==> src/rtl/buserr_pkg.sv <==
package buserr_pkg;
    localparam int ADDR_W = 32;
    localparam int DATA_W = 32;
    localparam int BE_W   = 4;
    localparam int CMD_W  = 4;
    localparam int REG_W  = 32;
    localparam int SEL_W  = 2;

    localparam int POS_EN     = 0;
    localparam int POS_PEND   = 8;
    localparam int POS_MABORT = 9;
    localparam int POS_RETRY  = 10;
    localparam int POS_CMD_LO = 24;
    localparam int POS_BE_LO  = POS_CMD_LO + CMD_W;

    typedef enum logic [SEL_W-1:0] {
        SEL_STATUS = 2'd0,
        SEL_ADDR   = 2'd1,
        SEL_DATA   = 2'd2,
        SEL_NONE   = 2'd3
    } reg_sel_e;

    typedef struct packed {
        logic [ADDR_W-1:0] addr;
        logic [DATA_W-1:0] data;
        logic [BE_W-1:0]   be;
        logic [CMD_W-1:0]  cmd;
        logic              retry;
        logic              mabort;
    } err_evt_t;

    function automatic logic [REG_W-1:0] pack_status(
        input err_evt_t held,
        input logic     pend,
        input logic     en
    );
        logic [REG_W-1:0] w;
        w = '0;
        w[POS_BE_LO +: BE_W]   = held.be;
        w[POS_CMD_LO +: CMD_W] = held.cmd;
        w[POS_RETRY]           = held.retry;
        w[POS_MABORT]          = held.mabort;
        w[POS_PEND]            = pend;
        w[POS_EN]              = en;
        return w;
    endfunction
endpackage

==> src/rtl/buserr_arm.sv <==
module buserr_arm (
    input  logic clk,
    input  logic rst,
    input  logic err_strobe,
    input  logic wr_ctl,
    input  logic set_en,
    input  logic ack_pend,
    output logic take,
    output logic en_q,
    output logic pend_q
);
    // capture decided on pre-write state
    assign take = err_strobe && en_q && !pend_q;

    always_ff @(posedge clk) begin
        if (rst) begin
            en_q   <= 1'b0;
            pend_q <= 1'b0;
        end else begin
            if (wr_ctl) begin
                en_q <= set_en;
            end
            if (take) begin
                pend_q <= 1'b1;
            end else if (wr_ctl && ack_pend) begin
                pend_q <= 1'b0;
            end
        end
    end
endmodule

==> src/rtl/buserr_latch.sv <==
module buserr_latch
    import buserr_pkg::*;
(
    input  logic     clk,
    input  logic     rst,
    input  logic     take,
    input  err_evt_t evt,
    output err_evt_t held
);
    always_ff @(posedge clk) begin
        if (rst) begin
            held <= '0;
        end else if (take) begin
            held <= evt;
        end
    end
endmodule

==> src/rtl/buserr_view.sv <==
module buserr_view
    import buserr_pkg::*;
(
    input  logic [SEL_W-1:0] sel,
    input  err_evt_t         held,
    input  logic             pend,
    input  logic             en,
    output logic [REG_W-1:0] rdata
);
    logic [REG_W-1:0] addr_word;
    logic [REG_W-1:0] data_word;

    generate
        if (ADDR_W >= REG_W) begin : g_addr_full
            assign addr_word = held.addr[REG_W-1:0];
        end else begin : g_addr_pad
            assign addr_word = {{(REG_W-ADDR_W){1'b0}}, held.addr};
        end
        if (DATA_W >= REG_W) begin : g_data_full
            assign data_word = held.data[REG_W-1:0];
        end else begin : g_data_pad
            assign data_word = {{(REG_W-DATA_W){1'b0}}, held.data};
        end
    endgenerate

    always_comb begin
        unique case (reg_sel_e'(sel))
            SEL_STATUS: rdata = pack_status(held, pend, en);
            SEL_ADDR:   rdata = addr_word;
            SEL_DATA:   rdata = data_word;
            default:    rdata = '0;
        endcase
    end
endmodule

==> src/rtl/buserr_capture.sv <==
module buserr_capture
    import buserr_pkg::*;
(
    input  logic              clk,
    input  logic              rst,
    input  logic              err_strobe,
    input  logic              err_retry,
    input  logic              err_mabort,
    input  logic [ADDR_W-1:0] err_addr,
    input  logic [DATA_W-1:0] err_data,
    input  logic [BE_W-1:0]   err_be,
    input  logic [CMD_W-1:0]  err_cmd,
    input  logic [SEL_W-1:0]  reg_sel,
    input  logic              reg_wr,
    input  logic [REG_W-1:0]  reg_wdata,
    output logic [REG_W-1:0]  reg_rdata
);
    logic     wr_ctl;
    logic     take;
    logic     en_q;
    logic     pend_q;
    err_evt_t evt;
    err_evt_t held;

    assign wr_ctl = reg_wr && (reg_sel_e'(reg_sel) == SEL_STATUS);

    assign evt = '{addr: err_addr, data: err_data, be: err_be,
                   cmd: err_cmd, retry: err_retry, mabort: err_mabort};

    buserr_arm i_arm (
        .clk        (clk),
        .rst        (rst),
        .err_strobe (err_strobe),
        .wr_ctl     (wr_ctl),
        .set_en     (reg_wdata[POS_EN]),
        .ack_pend   (reg_wdata[POS_PEND]),
        .take       (take),
        .en_q       (en_q),
        .pend_q     (pend_q)
    );

    buserr_latch i_latch (
        .clk  (clk),
        .rst  (rst),
        .take (take),
        .evt  (evt),
        .held (held)
    );

    buserr_view i_view (
        .sel   (reg_sel),
        .held  (held),
        .pend  (pend_q),
        .en    (en_q),
        .rdata (reg_rdata)
    );
endmodule

==> config.mk <==
export PLATFORM = sky130hd
export DESIGN_NAME = buserr_capture
export DESIGN_NICKNAME = d
export VERILOG_FILES = /design/src/rtl/buserr_pkg.sv /design/src/rtl/buserr_arm.sv /design/src/rtl/buserr_latch.sv /design/src/rtl/buserr_view.sv /design/src/rtl/buserr_capture.sv
export SDC_FILE = /design/constraint.sdc
export NUM_CORES = 1
export LEC_CHECK = 0
export BUFFER_PORTS_ARGS = -buffer_cell sky130_fd_sc_hd__buf_2
export CAP_MARGIN = 20
export CORE_MARGIN = 3
export CORE_UTILIZATION = 53
export CTS_CLUSTER_SIZE = 25
export DETAILED_ROUTE_END_ITERATION = 10
export HOLD_SLACK_MARGIN = 0.05
export PLACE_DENSITY = 0.94
export SLEW_MARGIN = 20
export SYNTH_ARGS = -nofsm -noshare
export SYNTH_HDL_FRONTEND = slang
export SYNTH_SLANG_ARGS = --single-unit
==> constraint.sdc <==
create_clock -name clk -period 1.7 [get_ports clk]
set_input_delay 0.34 -clock clk [delete_from_list [all_inputs] [get_ports clk]]
set_output_delay 0.34 -clock clk [all_outputs]
set_load 0.02 [all_outputs]
== Yosys cells after proc, flatten, opt, wreduce, memory -nomap -nowiden ==
Cells that the tools add are included.

* Register bits after elaboration: 76
* Latch bits: 0
* RAM bits: 0
* Memory bits (read-only): 0
* Input port bits: 112
* Output and inout port bits: 32
* Memories kept: 0

* Add/subtract/negate cells: 0
* $mul: 0
* Divide/modulo/power cells: 0
* Magnitude comparators: 0
* Equal/unequal tests: 2
* Shift operators: 0
* Mux-type cells: 3
* Bitwise gates (word level): 0
* Reductions and logical operators: 7

{| class="wikitable"
|+ Operators with widths
! operator !! count
|-
| one-hot mux 32 bit (3 select lines) || 1
|-
| logical AND 1 bit || 4
|-
| == test 2 x 1 -> 1 bit, second input constant || 1
|-
| == test 2 bit, second input constant || 1
|-
| logical NOT 2 bit || 1
|-
| 2-to-1 mux 1 bit || 2
|-
| nonzero test 2 bit || 1
|-
| logical NOT 1 bit || 1
|}

== Logic depth before layout (Yosys ltp) ==
Gate-level depths: netlist (run 1).

* Word-level depth: 5
* Mapped depth: 5
* Depth with buffers taken out: 2

== By module ==
From an unflattened synthesis (run 1), not the netlist that was laid out.

* Cell total of the unflattened synthesis: 302
* Area, all modules: 3263.1 µm²

{| class="wikitable"
|+ By module, submodules not included
! module !! instances !! cells an instance !! area an instance (µm²)
|-
| buserr_latch || 1 || 238 || 2670.1
|-
| buserr_view || 1 || 55 || 499.2
|-
| buserr_arm || 1 || 8 || 81.3
|-
| buserr_capture || 1 || 1 || 12.5
|}

== Worst setup path after synthesis (run 1) ==
Ideal clock, no wire load.

* Kind: in2out
* Start point: in reg_sel[0]
* End point: out reg_rdata[0]
* Arrival time: 1226 ps
* Data required time: 1360 ps
* Slack: 134 ps
* Stages on the path: 4
* Buffers on the path: 2
* Cells stage by stage: buf_2 -> buf_2 -> mux2i_1 -> o2bb2ai_1

* Longest elaborated chain between the ends: 2
* Elaborated cells on any way between the ends: 4
* Classes of those cells: eq/ne (2); mux (1); reduce/logical (1)

{| class="wikitable"
|+ RTL lines
! element !! RTL line !! RTL
|-
| from (decl) || buserr_capture.sv:13 || <nowiki>input logic [SEL_W-1:0] reg_sel,</nowiki>
|-
| == test 2 bit (tied with other cells) || buserr_view.sv:27 || <nowiki>unique case (reg_sel_e'(sel))</nowiki>
|-
| one-hot mux 32 bit (3 select lines) * || buserr_view.sv:27 ||
|-
| to (decl) || buserr_capture.sv:16 || <nowiki>output logic [REG_W-1:0] reg_rdata</nowiki>
|}

Mark *: on every way between the ends. The rest lies on a longest branch, timed or not.

== Worst setup path after layout (run 1) ==
* Start point: in reg_sel[0]
* End point: out reg_rdata[12]

Same word-level chain as after synthesis.

==> key figures, run 1 <==
Timing
  – Post-route minimum period: 1.633 ns
  – RSZ-0062 raised after global routing: no
  – Total Neg Setup Slack: 0 ns
  – Setup violators final: 0
  – Slew HR: 76.03%
  – Slew Viols, Final: 0
  – Max Fclk: 0.6122 GHz
  – Final hold violations: 0
  – Setup WS post-layout: 0.06650 ns
  – Layout Skew: 0.003991 ns
  – Crit share post-route: 96.09%
  – Worst-margin pin slew: 0.3596 ns

Power and ir drop
  – Leakage Power: 1.918 nW
  – Peak VDD IR: 0.0004371 V
  – Power per cell area: 794.5 mW/mm2

Cells and area
  – Most common cell after layout, fill and taps aside: nand2b_1
  – Final layout net count: 603
  – Fillers: 538
  – Area Growth Syn to Fin: 23.23%
  – Sequential cell area: 0.001521 mm2
  – # diodes: 0
  – Multi-input gate area: 0.002158 mm2
  – Ratio of cells with drive above 1 in the final layout: 29.44%
  – Final core utilization: 68.54%
  – Most frequent cells in the layout: nand2b_1, buf_2, mux2i_1

CTS
  – CTS tree: yes
  – H-tree levels: 3
  – Deepest clock path buffer count: 2
  – Clk Latency, worst-skew pair: 0.34 ns
  – CTS clk-pin slew, worst paths: 0.08 ns
  – Num CTS Buffers: 9
  – Setup Buffers After CTS: 0
  – Clk sinks: 76
  – Root Driver: clkbuf_8

Setup path
  – Setup crit end kind: output port
  – CP startpoint kind: input pin
  – Critical Path AT: 1.29 ns
  – Crit path kind: input pin to output port
  – Critical path fanouts, max: 7
  – Critical path required time: 1.36 ns

Placement
  – DP Worst Slack: 0.08772 ns
  – DP HPWL: 6.122 mm
  – # port buffers: 113
  – Placer Congestion: 0.7857

Floorplanning
  – Die height: 91.37 um
  – Ports: 144
  – Chip Width: 91.37 um
  – Initial Util: 55.62%
  – Row cnt: 30
  – Die area: 0.008348 mm2
  – Core area: 0.006944 mm2

Global routing
  – Gr usage total: 21.07%
  – Largest net degree at the start of global routing: 93
  – First-pass GRT wire length: 14.19 mm
  – GRT overflow: 0
  – Initial antenna violation count: 0
  – Vias in the first global route: 3065

Routing
  – Routed via count: 2998
  – Antenna Nets Post-Route: 0
  – Initial DRT Pass Iterations: 4
  – First DRT Iteration DRCs: 93
  – Vias/cell: 5.064
  – Remaining DRCs: 0
  – Avg WL per Cell: 14.41 um
  – Detailed Route WL: 8.532 mm

Worst hold path
  – Worst min path class: input pin to flop

Flow run
  – Max cap viols: 0

Yosys
  – Synthesized Nets: 500
  – Synthesis Warnings: 0
  – Mapped Cells: 388
  – Synth unique cells: 15
  – Mapped Avg Cell Area: 9.955 um2
  – Post-synthesis sequential area ratio: 39.39%
  – Post-Syn Area: 0.003862 mm2
  – Flops & latches, synth: 76

Status
  – Status: complete, no violations
## per-layer routing
| layer | up-vias | global-route usage (%) | part of all wire [%] |
|---|---|---|---|
| li1 | 1508 | - | - |
| met1 | 1397 | 26.11 | 44 |
| met2 | 85 | 35.32 | 49 |
| met3 | 8 | 5.800 | 6.4 |
| met4 | 0 | 6.910 | 0.59 |
| met5 | - | 0 | 0 |
## state kept, by name (all words and copies together) (netlist names)
name / flops
i_latch.held: 74
i_arm.en_q: 1
i_arm.pend_q: 1
## final cells by class
class	instances	area share, %
inverters	1	0.07886
flip-flops and latches	76	31.97
clock inverters	4	1.472
clock buffers	12	3.470
well taps	96	2.524
multi-input cells	276	45.35
repair buffers	127	15.14
## cell families (layout without fill, tap and decap cells)
logic type | Yosys count | in the layout | synth area share [%]
simple gates | 156 | 156 | 25.49
mux | 87 | 87 | 22.55
flops | 76 | 76 | 39.39
buf+inv | 36 | 144 | 5.086
compound gates | 33 | 33 | 7.483
## Yosys cell counts
master     count  share of area, %
and3b_1        1              0.23
clkbuf_1      16               1.6
nor2b_1        2              0.32
clkbuf_2       1              0.13
nand2b_1     150                24
buf_6          6               1.7
buf_2         12               1.6
a22o_1        20               4.5
nor4bb_1       1              0.26
inv_1          1             0.097
or2b_1         1              0.19
dfxtp_1       76                39
o2bb2ai_1     13               2.9
nor3b_1        1              0.19
mux2i_1       87                23
## report_power, final
group          internal [mW]  total (mW)  switching (mW)
combinational          0.210       0.389           0.178
clock                  0.942        1.57           0.631
sequential              1.80        1.82          0.0143
total                   2.96        3.78           0.824
## worst max-delay path, stage by stage
cell     delay (ns)
buf_2          0.19
nor2b_2        0.23
buf_4          0.19
a22o_1         0.17
buf_2          0.17
## repair_timing
item | CTS | global route
hold buffers | 0 | 0
gates resized for setup | 0 | 1
setup endpoints to repair | 0 | 1
## final timing paths
path                          from          endpoint  slack, ns  cells past startpoint
setup / recovery        reg_sel[0]     reg_rdata[12]       0.07                      5
hold / removal        err_data[25]  i_latch.held[35]       0.26                      3
setup reg to reg      i_arm.pend_q  i_latch.held[16]       0.26                      3
hold reg to reg   i_latch.held[53]  i_latch.held[53]       0.47                      2
## metrics by stage
step | instance area, um2 | cells | total power [mW] | hold WS [ns]
after detailed placement | 4519 | 576 | 2.248 | 0.4620
after global placement | 4519 | 576 | 2.237 | 0.4572
final | 4760 | 592 | 3.781 | 0.2551
after floorplan | 3862 | 388 | 2.088 | 0.4480
after CTS | 4755 | 592 | 3.824 | 0.2358
after global routing | 4760 | 592 | 3.950 | 0.2407
(Power assumes the default switching activity.)
==> inputs of run 2 (changes only) <==
- CORE_ASPECT_RATIO: unset -> 0.6
- SETUP_SLACK_MARGIN: unset -> 0.3
- clock period: 1.7 -> 2 ns (I/O delays scaled with it)
==> run 2 against run 1 <==
  * Worst hold slack better by 0.069 ns
  * Clock-buffer cell count unchanged
  * First-iteration DRC count up 44%
  * Sequential power down 15%
  * Global-route usage up 0.57 points
  * Largest power group is now clock
==> key figures, run 2 (synthesis results as in run 1) <==
Timing
  – Total Neg Setup Slack: 0 ns (unchanged)
  – Layout Skew: 0.007705 ns (was 0.003991 ns)
  – Max Fclk: 0.5910 GHz
  – Slew HR: 67.32% (was 76.03%)
  – Worst-margin pin slew: 0.4902 ns (was 0.3596 ns)
  – RSZ-0062 raised after global routing: yes (was no)
  – Crit share post-route: 84.60%
  – Post-route minimum period: 1.692 ns
  – Slew Viols, Final: 0 (unchanged)
  – Setup WS post-layout: 0.3081 ns (was 0.06650 ns)
  – Setup violators final: 0 (unchanged)
  – Final hold violations: 0 (unchanged)

CTS
  – Clk Latency, worst-skew pair: 0.33 ns (was 0.34 ns)
  – Root Driver: clkbuf_16 (was clkbuf_8)
  – Deepest clock path buffer count: 2 (unchanged)
  – Num CTS Buffers: 9 (unchanged)
  – Cts hold-fix bufs: 0 (unchanged)
  – Clk sinks: 76 (unchanged)
  – CTS clk-pin slew, worst paths: 0.06 ns (was 0.08 ns)
  – CTS tree: yes (unchanged)
  – H-tree levels: 3 (unchanged)

Floorplanning
  – Die height: 72.13 um (was 91.37 um)
  – Row cnt: 23 (was 30)
  – Chip Width: 116.2 um (was 91.37 um)
  – Initial Util: 56.16% (was 55.62%)
  – Die area: 0.008382 mm2 (was 0.008348 mm2)
  – Ports: 144 (unchanged)
  – Core area: 0.006878 mm2 (was 0.006944 mm2)

Cells and area
  – # diodes: 0 (unchanged)
  – Sequential cell area: 0.001521 mm2 (unchanged)
  – Ratio of cells with drive above 1 in the final layout: 30.20% (was 29.44%)
  – Most flops, register: i_latch.held (unchanged)
  – Area Growth Syn to Fin: 33.20% (was 23.23%)
  – Final layout net count: 607 (was 603)
  – Most frequent cells in the layout: nand2b_1, buf_2, mux2i_1 (unchanged)
  – Final Instance Area: 0.005145 mm2 (was 0.004760 mm2)
  – Fillers: 482 (was 538)
  – Multi-input gate area: 0.002173 mm2 (was 0.002158 mm2)
  – Most common cell after layout, fill and taps aside: nand2b_1 (unchanged)
  – Max reg flops: 74 (unchanged)
  – Biggest regs: i_latch.held: 74 flops, i_arm.en_q: 1 flops, i_arm.pend_q: 1 flops (unchanged)

Setup path
  – Setup crit end kind: output port (unchanged)
  – RR Endpoint: i_latch.held[59] (was i_latch.held[16])
  – Worst setup path startpoint: reg_sel[1] (was reg_sel[0])
  – Stages on worst setup path: 6 (was 5)
  – Crit path kind: input pin to output port (unchanged)
  – Reg2reg setup slack: 0.64 ns (was 0.26 ns)
  – Most used cell, CP: buf_12 (was buf_2)
  – FF-to-FF Start: i_arm.pend_q (unchanged)
  – Critical path fanouts, max: 6 (was 7)
  – Slowest CP cell: a22o_1 (was nor2b_2)
  – Critical path required time: 1.60 ns (was 1.36 ns)
  – Critical Path, Cell by Cell: buf_12 > nor2b_4 > buf_12 > clkbuf_16 > a22o_1 > buf_6 (was buf_2 > nor2b_2 > buf_4 > a22o_1 > buf_2)
  – Critical Path AT: 1.29 ns (about the same)
  – CP peak stage delay: 0.23 ns (about the same)
  – Largest delay contributor family on the critical path: buffers and inverters (unchanged)
  – R2R cell count: 3 (unchanged)
  – CP Capture Point: reg_rdata[21] (was reg_rdata[12])
  – CP startpoint kind: input pin (unchanged)
  – CP bufs+invs: 4 (was 3)

Routing
  – Remaining DRCs: 0 (unchanged)
  – Antenna Nets Post-Route: 0 (unchanged)
  – Vias/cell: 5.129 (was 5.064)
  – Avg WL per Cell: 15.92 um (was 14.41 um)
  – First DRT Iteration DRCs: 134 (was 93)
  – Initial DRT Pass Iterations: 4 (unchanged)
  – Routed via count: 3011 (was 2998)
  – Detailed Route WL: 9.345 mm (was 8.532 mm)

Status
  – Status: complete, no violations (unchanged)

Global routing
  – Gr usage total: 21.64% (was 21.07%)
  – Initial antenna violation count: 0 (unchanged)
  – Largest net degree at the start of global routing: 62 (was 93)
  – Vias in the first global route: 3016 (was 3065)
  – GRT overflow: 0 (unchanged)
  – First-pass GRT wire length: 14.22 mm (was 14.19 mm)

Placement
  – DP HPWL: 6.122 mm (about the same)
  – Placer Congestion: 0.8089 (was 0.7857)
  – Placed instance area: 0.004491 mm2 (was 0.004519 mm2)
  – # port buffers: 113 (unchanged)
  – DP Worst Slack: 0.1575 ns (was 0.08772 ns)

Worst hold path
  – Worst min path class: input pin to flop (unchanged)

Power and ir drop
  – Peak VDD IR: 0.0004892 V (was 0.0004371 V)
  – Power per cell area: 744.0 mW/mm2 (was 794.5 mW/mm2)
  – Leakage Power: 2.042 nW (was 1.918 nW)

Flow run
  – Max cap viols: 0 (unchanged)
## run 2: area by class of cell
class / instances / share of cell area, %
clock buffers: 12 / 4.985
clock inverters: 4 / 1.848
inverters: 1 / 0.07296
multi-input cells: 276 / 42.24
flip-flops and latches: 76 / 29.57
well taps: 87 / 2.116
repair buffers: 131 / 19.16
## run 2: through the flow
step           std cells  hold WS, ns  util [%]  total power, mW
2_1_floorplan        388       0.4480         -            1.774
3_3_place_gp         563       0.4577     65.29            1.901
3_5_place_dp         563       0.4640     65.29            1.910
4_1_cts              579       0.3092     71.00            3.818
5_1_grt              587       0.3254     74.80            3.969
6_report             587       0.3240     74.80            3.828
## run 2: where the power goes
part / total, mW / internal, mW / switching [mW]
logic: 0.380 / 0.215 / 0.166
clock network: 1.90 / 1.29 / 0.613
registers: 1.55 / 1.54 / 0.0125
total: 3.83 / 3.04 / 0.791
## run 2: repair_timing
item / 4_1_cts / 5_1_grt
setup buffers: 0 / 4
cloned: 0 / 4
pin swaps: 0 / 11
resized for setup: 11 / 41
setup endpoints to repair: 32 / 31
## run 2: worst min path at each step
| stage | slack [ns] | from | endpoint | depth (start not counted) |
|---|---|---|---|---|
| detailed placement | 0.46 | i_latch.held[50] | i_latch.held[50] | 2 |
| global placement | 0.46 | i_latch.held[14] | i_latch.held[14] | 2 |
| CTS | 0.31 | err_cmd[3] | i_latch.held[5] | 3 |
| finish | 0.32 | err_cmd[3] | i_latch.held[5] | 3 |
| floorplan | 0.45 | i_latch.held[0] | i_latch.held[0] | 2 |
| global route | 0.33 | err_addr[2] | i_latch.held[44] | 3 |
## run 2: worst min-delay path: stages
cell      delay [ns]
buf_2           0.09
nand2b_1        0.05
mux2i_1         0.06
## run 2: metal layers
layer	up-vias	GRT usage (%)	routed length, um
met5	-	0	0
met4	0	7.722	114
met2	98	33.91	4207
met3	10	8.167	716
li1	1519	-	-
met1	1384	27.50	4307
==> inputs of run 3 (changes only) <==
- CORE_UTILIZATION: 53 -> 45
- PLACE_DENSITY: 0.94 -> 0.86
- clock period: 2 -> 1.4 ns (I/O delays scaled with it)
==> run 3 against run 2 <==
  * The run now ends with negative setup slack left
  * Via count grew 5.4%
  * Cell area grew 18%
  * Critical path depth is the same
  * Flip-flop and latch count is the same
  * Sequential share of layout area shrank 4.4 points
  * Clock power grew 25%
  * First-iteration DRC count shrank 10%
  * Die area grew 17%
  * Worst hold slack lost 0.13 ns
==> key figures, run 3 (synthesis results as in run 1) <==
Status
  – Status: complete, but fails checks (was complete, no violations)
  – Failing checks: negative setup slack

Setup path
  – CP startpoint kind: input pin (unchanged)
  – CP bufs+invs: 4 (unchanged)
  – Setup crit end kind: output port (unchanged)
  – Worst setup path startpoint: reg_sel[1] (unchanged)
  – R2R cell count: 5 (was 3)
  – Most used cell, CP: buf_6 (was buf_12)
  – RR Endpoint: i_latch.held[5] (was i_latch.held[59])
  – Slowest CP cell: a22o_4 (was a22o_1)
  – Critical path required time: 1.12 ns (was 1.60 ns)
  – Critical Path AT: 1.17 ns (was 1.29 ns)
  – CP peak stage delay: 0.25 ns (was 0.23 ns)
  – Reg2reg setup slack: 0.06 ns (was 0.64 ns)
  – Largest delay contributor family on the critical path: buffers and inverters (unchanged)
  – Critical Path, Cell by Cell: buf_8 > nor2b_4 > buf_6 > buf_12 > a22o_4 > buf_6 (was buf_12 > nor2b_4 > buf_12 > clkbuf_16 > a22o_1 > buf_6)
  – CP Capture Point: reg_rdata[19] (was reg_rdata[21])
  – Stages on worst setup path: 6 (unchanged)
  – FF-to-FF Start: i_arm.pend_q (unchanged)
  – Critical path fanouts, max: 7 (was 6)
  – Crit path kind: input pin to output port (unchanged)

Timing
  – Crit share post-route: 103.3%
  – Max Fclk: 0.6915 GHz
  – Setup WS post-layout: -0.04613 ns (was 0.3081 ns)
  – Final hold violations: 0 (unchanged)
  – RSZ-0062 raised after global routing: yes (unchanged)
  – Setup violators final: 12 (was 0)
  – Layout Skew: 0.008942 ns (was 0.007705 ns)
  – Slew HR: 78.11% (was 67.32%)
  – Total Neg Setup Slack: -0.3686 ns (was 0 ns)
  – Slew Viols, Final: 0 (unchanged)
  – Post-route minimum period: 1.446 ns
  – Worst-margin pin slew: 0.3239 ns (was 0.4902 ns)
  – Smallest hold slack: 0.1929 ns (was 0.3240 ns)

Routing
  – Routed via count: 3175 (was 3011)
  – Vias/cell: 5.008 (was 5.129)
  – Initial DRT Pass Iterations: 4 (unchanged)
  – Antenna Nets Post-Route: 0 (unchanged)
  – Remaining DRCs: 0 (unchanged)
  – Detailed Route WL: 10.79 mm (was 9.345 mm)
  – Avg WL per Cell: 17.01 um (was 15.92 um)
  – First DRT Iteration DRCs: 120 (was 134)

Cells and area
  – Biggest regs: i_latch.held: 74 flops, i_arm.en_q: 1 flops, i_arm.pend_q: 1 flops (unchanged)
  – # diodes: 0 (unchanged)
  – Final core utilization: 75.21% (was 74.80%)
  – Ratio of cells with drive above 1 in the final layout: 43.92% (was 30.20%)
  – Most flops, register: i_latch.held (unchanged)
  – Max reg flops: 74 (unchanged)
  – Most common cell after layout, fill and taps aside: nand2b_1 (unchanged)
  – Final Instance Area: 0.006093 mm2 (was 0.005145 mm2)
  – Most frequent cells in the layout: nand2b_1, buf_2, mux2i_1 (unchanged)
  – Final layout net count: 633 (was 607)
  – Area Growth Syn to Fin: 57.76% (was 33.20%)
  – Fillers: 547 (was 482)

CTS
  – CTS clk-pin slew, worst paths: 0.06 ns (about the same)
  – Num CTS Buffers: 9 (unchanged)
  – Clk sinks: 76 (unchanged)
  – Cts hold-fix bufs: 0 (unchanged)
  – CTS tree: yes (unchanged)
  – H-tree levels: 3 (unchanged)
  – Deepest clock path buffer count: 2 (unchanged)
  – Root Driver: clkbuf_16 (unchanged)
  – Clk Latency, worst-skew pair: 0.34 ns (was 0.33 ns)

Floorplanning
  – Ports: 144 (unchanged)
  – Row cnt: 25 (was 23)
  – Initial Util: 47.68% (was 56.16%)
  – Core area: 0.008102 mm2 (was 0.006878 mm2)
  – Die area: 0.009768 mm2 (was 0.008382 mm2)
  – Die height: 77.77 um (was 72.13 um)
  – Chip Width: 125.6 um (was 116.2 um)

Global routing
  – First-pass GRT wire length: 17.50 mm (was 14.22 mm)
  – GRT overflow: 0 (unchanged)
  – Largest net degree at the start of global routing: 75 (was 62)
  – Vias in the first global route: 3409 (was 3016)
  – Initial antenna violation count: 0 (unchanged)
  – Gr usage total: 22.56% (was 21.64%)

Power and ir drop
  – Power per cell area: 862.9 mW/mm2 (was 744.0 mW/mm2)
  – Peak VDD IR: 0.0007376 V (was 0.0004892 V)
  – Leakage Power: 2.421 nW (was 2.042 nW)

Placement
  – # port buffers: 113 (unchanged)
  – Placer Congestion: 0.7943 (was 0.8089)
  – DP HPWL: 6.411 mm (was 6.122 mm)
  – Placed instance area: 0.004867 mm2 (was 0.004491 mm2)

Flow run
  – Max cap viols: 0 (unchanged)

Worst hold path
  – Worst min path class: input pin to flop (unchanged)
run 3: routing by layer:
layer / track usage [%] / share of wire [%] / vias up
li1: - / - / 1577
met1: 29.20 / 45 / 1491
met2: 37.05 / 48 / 93
met3: 5.777 / 5.1 / 14
met4: 7.035 / 1.5 / 0
met5: 0 / 0 / -
run 3: cell type report:
| class | count | area [um2] | area share [%] |
|---|---|---|---|
| Multi-Input combinational cell | 276 | 2562 | 42.05 |
| Clock inverter | 4 | 47.55 | 0.7803 |
| Tap cell | 108 | 135.1 | 2.218 |
| Inverter | 1 | 3.754 | 0.06160 |
| Timing Repair Buffer | 157 | 1551 | 25.46 |
| Clock buffer | 12 | 256.5 | 4.209 |
| Sequential cell | 76 | 1536 | 25.22 |
run 3: how the worst min path moves through the flow:
| stage | from | endpoint | slack (ns) | cells past startpoint |
|---|---|---|---|---|
| global placement | i_latch.held[68] | i_latch.held[68] | 0.46 | 2 |
| detailed placement | i_latch.held[6] | i_latch.held[6] | 0.46 | 2 |
| CTS | err_addr[31] | i_latch.held[73] | 0.19 | 3 |
| global route | err_addr[28] | i_latch.held[70] | 0.20 | 3 |
| floorplan | err_addr[21] | i_latch.held[63] | 0.43 | 2 |
| finish | err_be[3] | i_latch.held[9] | 0.19 | 3 |
run 3: where the power goes:
group / switching (mW) / total (mW) / leakage (nW) / internal (mW)
registers: 0.0254 / 2.22 / 0.619 / 2.20
clock network: 0.894 / 2.37 / 0.149 / 1.47
logic: 0.286 / 0.670 / 1.65 / 0.385
run 3: worst reg2reg max path: stages, from the launching register on:
cell and delay (ns):
dfxtp_2 0.32, and3b_4 0.33, buf_6 0.14, buf_12 0.12, clkbuf_16 0.16, mux2i_1 0.20
run 3: repair_timing:
item                       in CTS  in global routing
gates cloned                   11                  1
resized for setup             111                 14
setup buffers                  13                  3
setup endpoints to repair     106                107
pin swaps                       7                  2
run 3: through the flow:
step | setup slack, ns | total power [mW] | std cells
2_1_floorplan | 0.1476 | 2.585 | 388
3_3_place_gp | -0.08972 | 2.775 | 590
3_5_place_dp | -0.08761 | 2.787 | 590
4_1_cts | -0.04735 | 5.293 | 630
5_1_grt | -0.06047 | 5.458 | 634
6_report | -0.04613 | 5.258 | 634
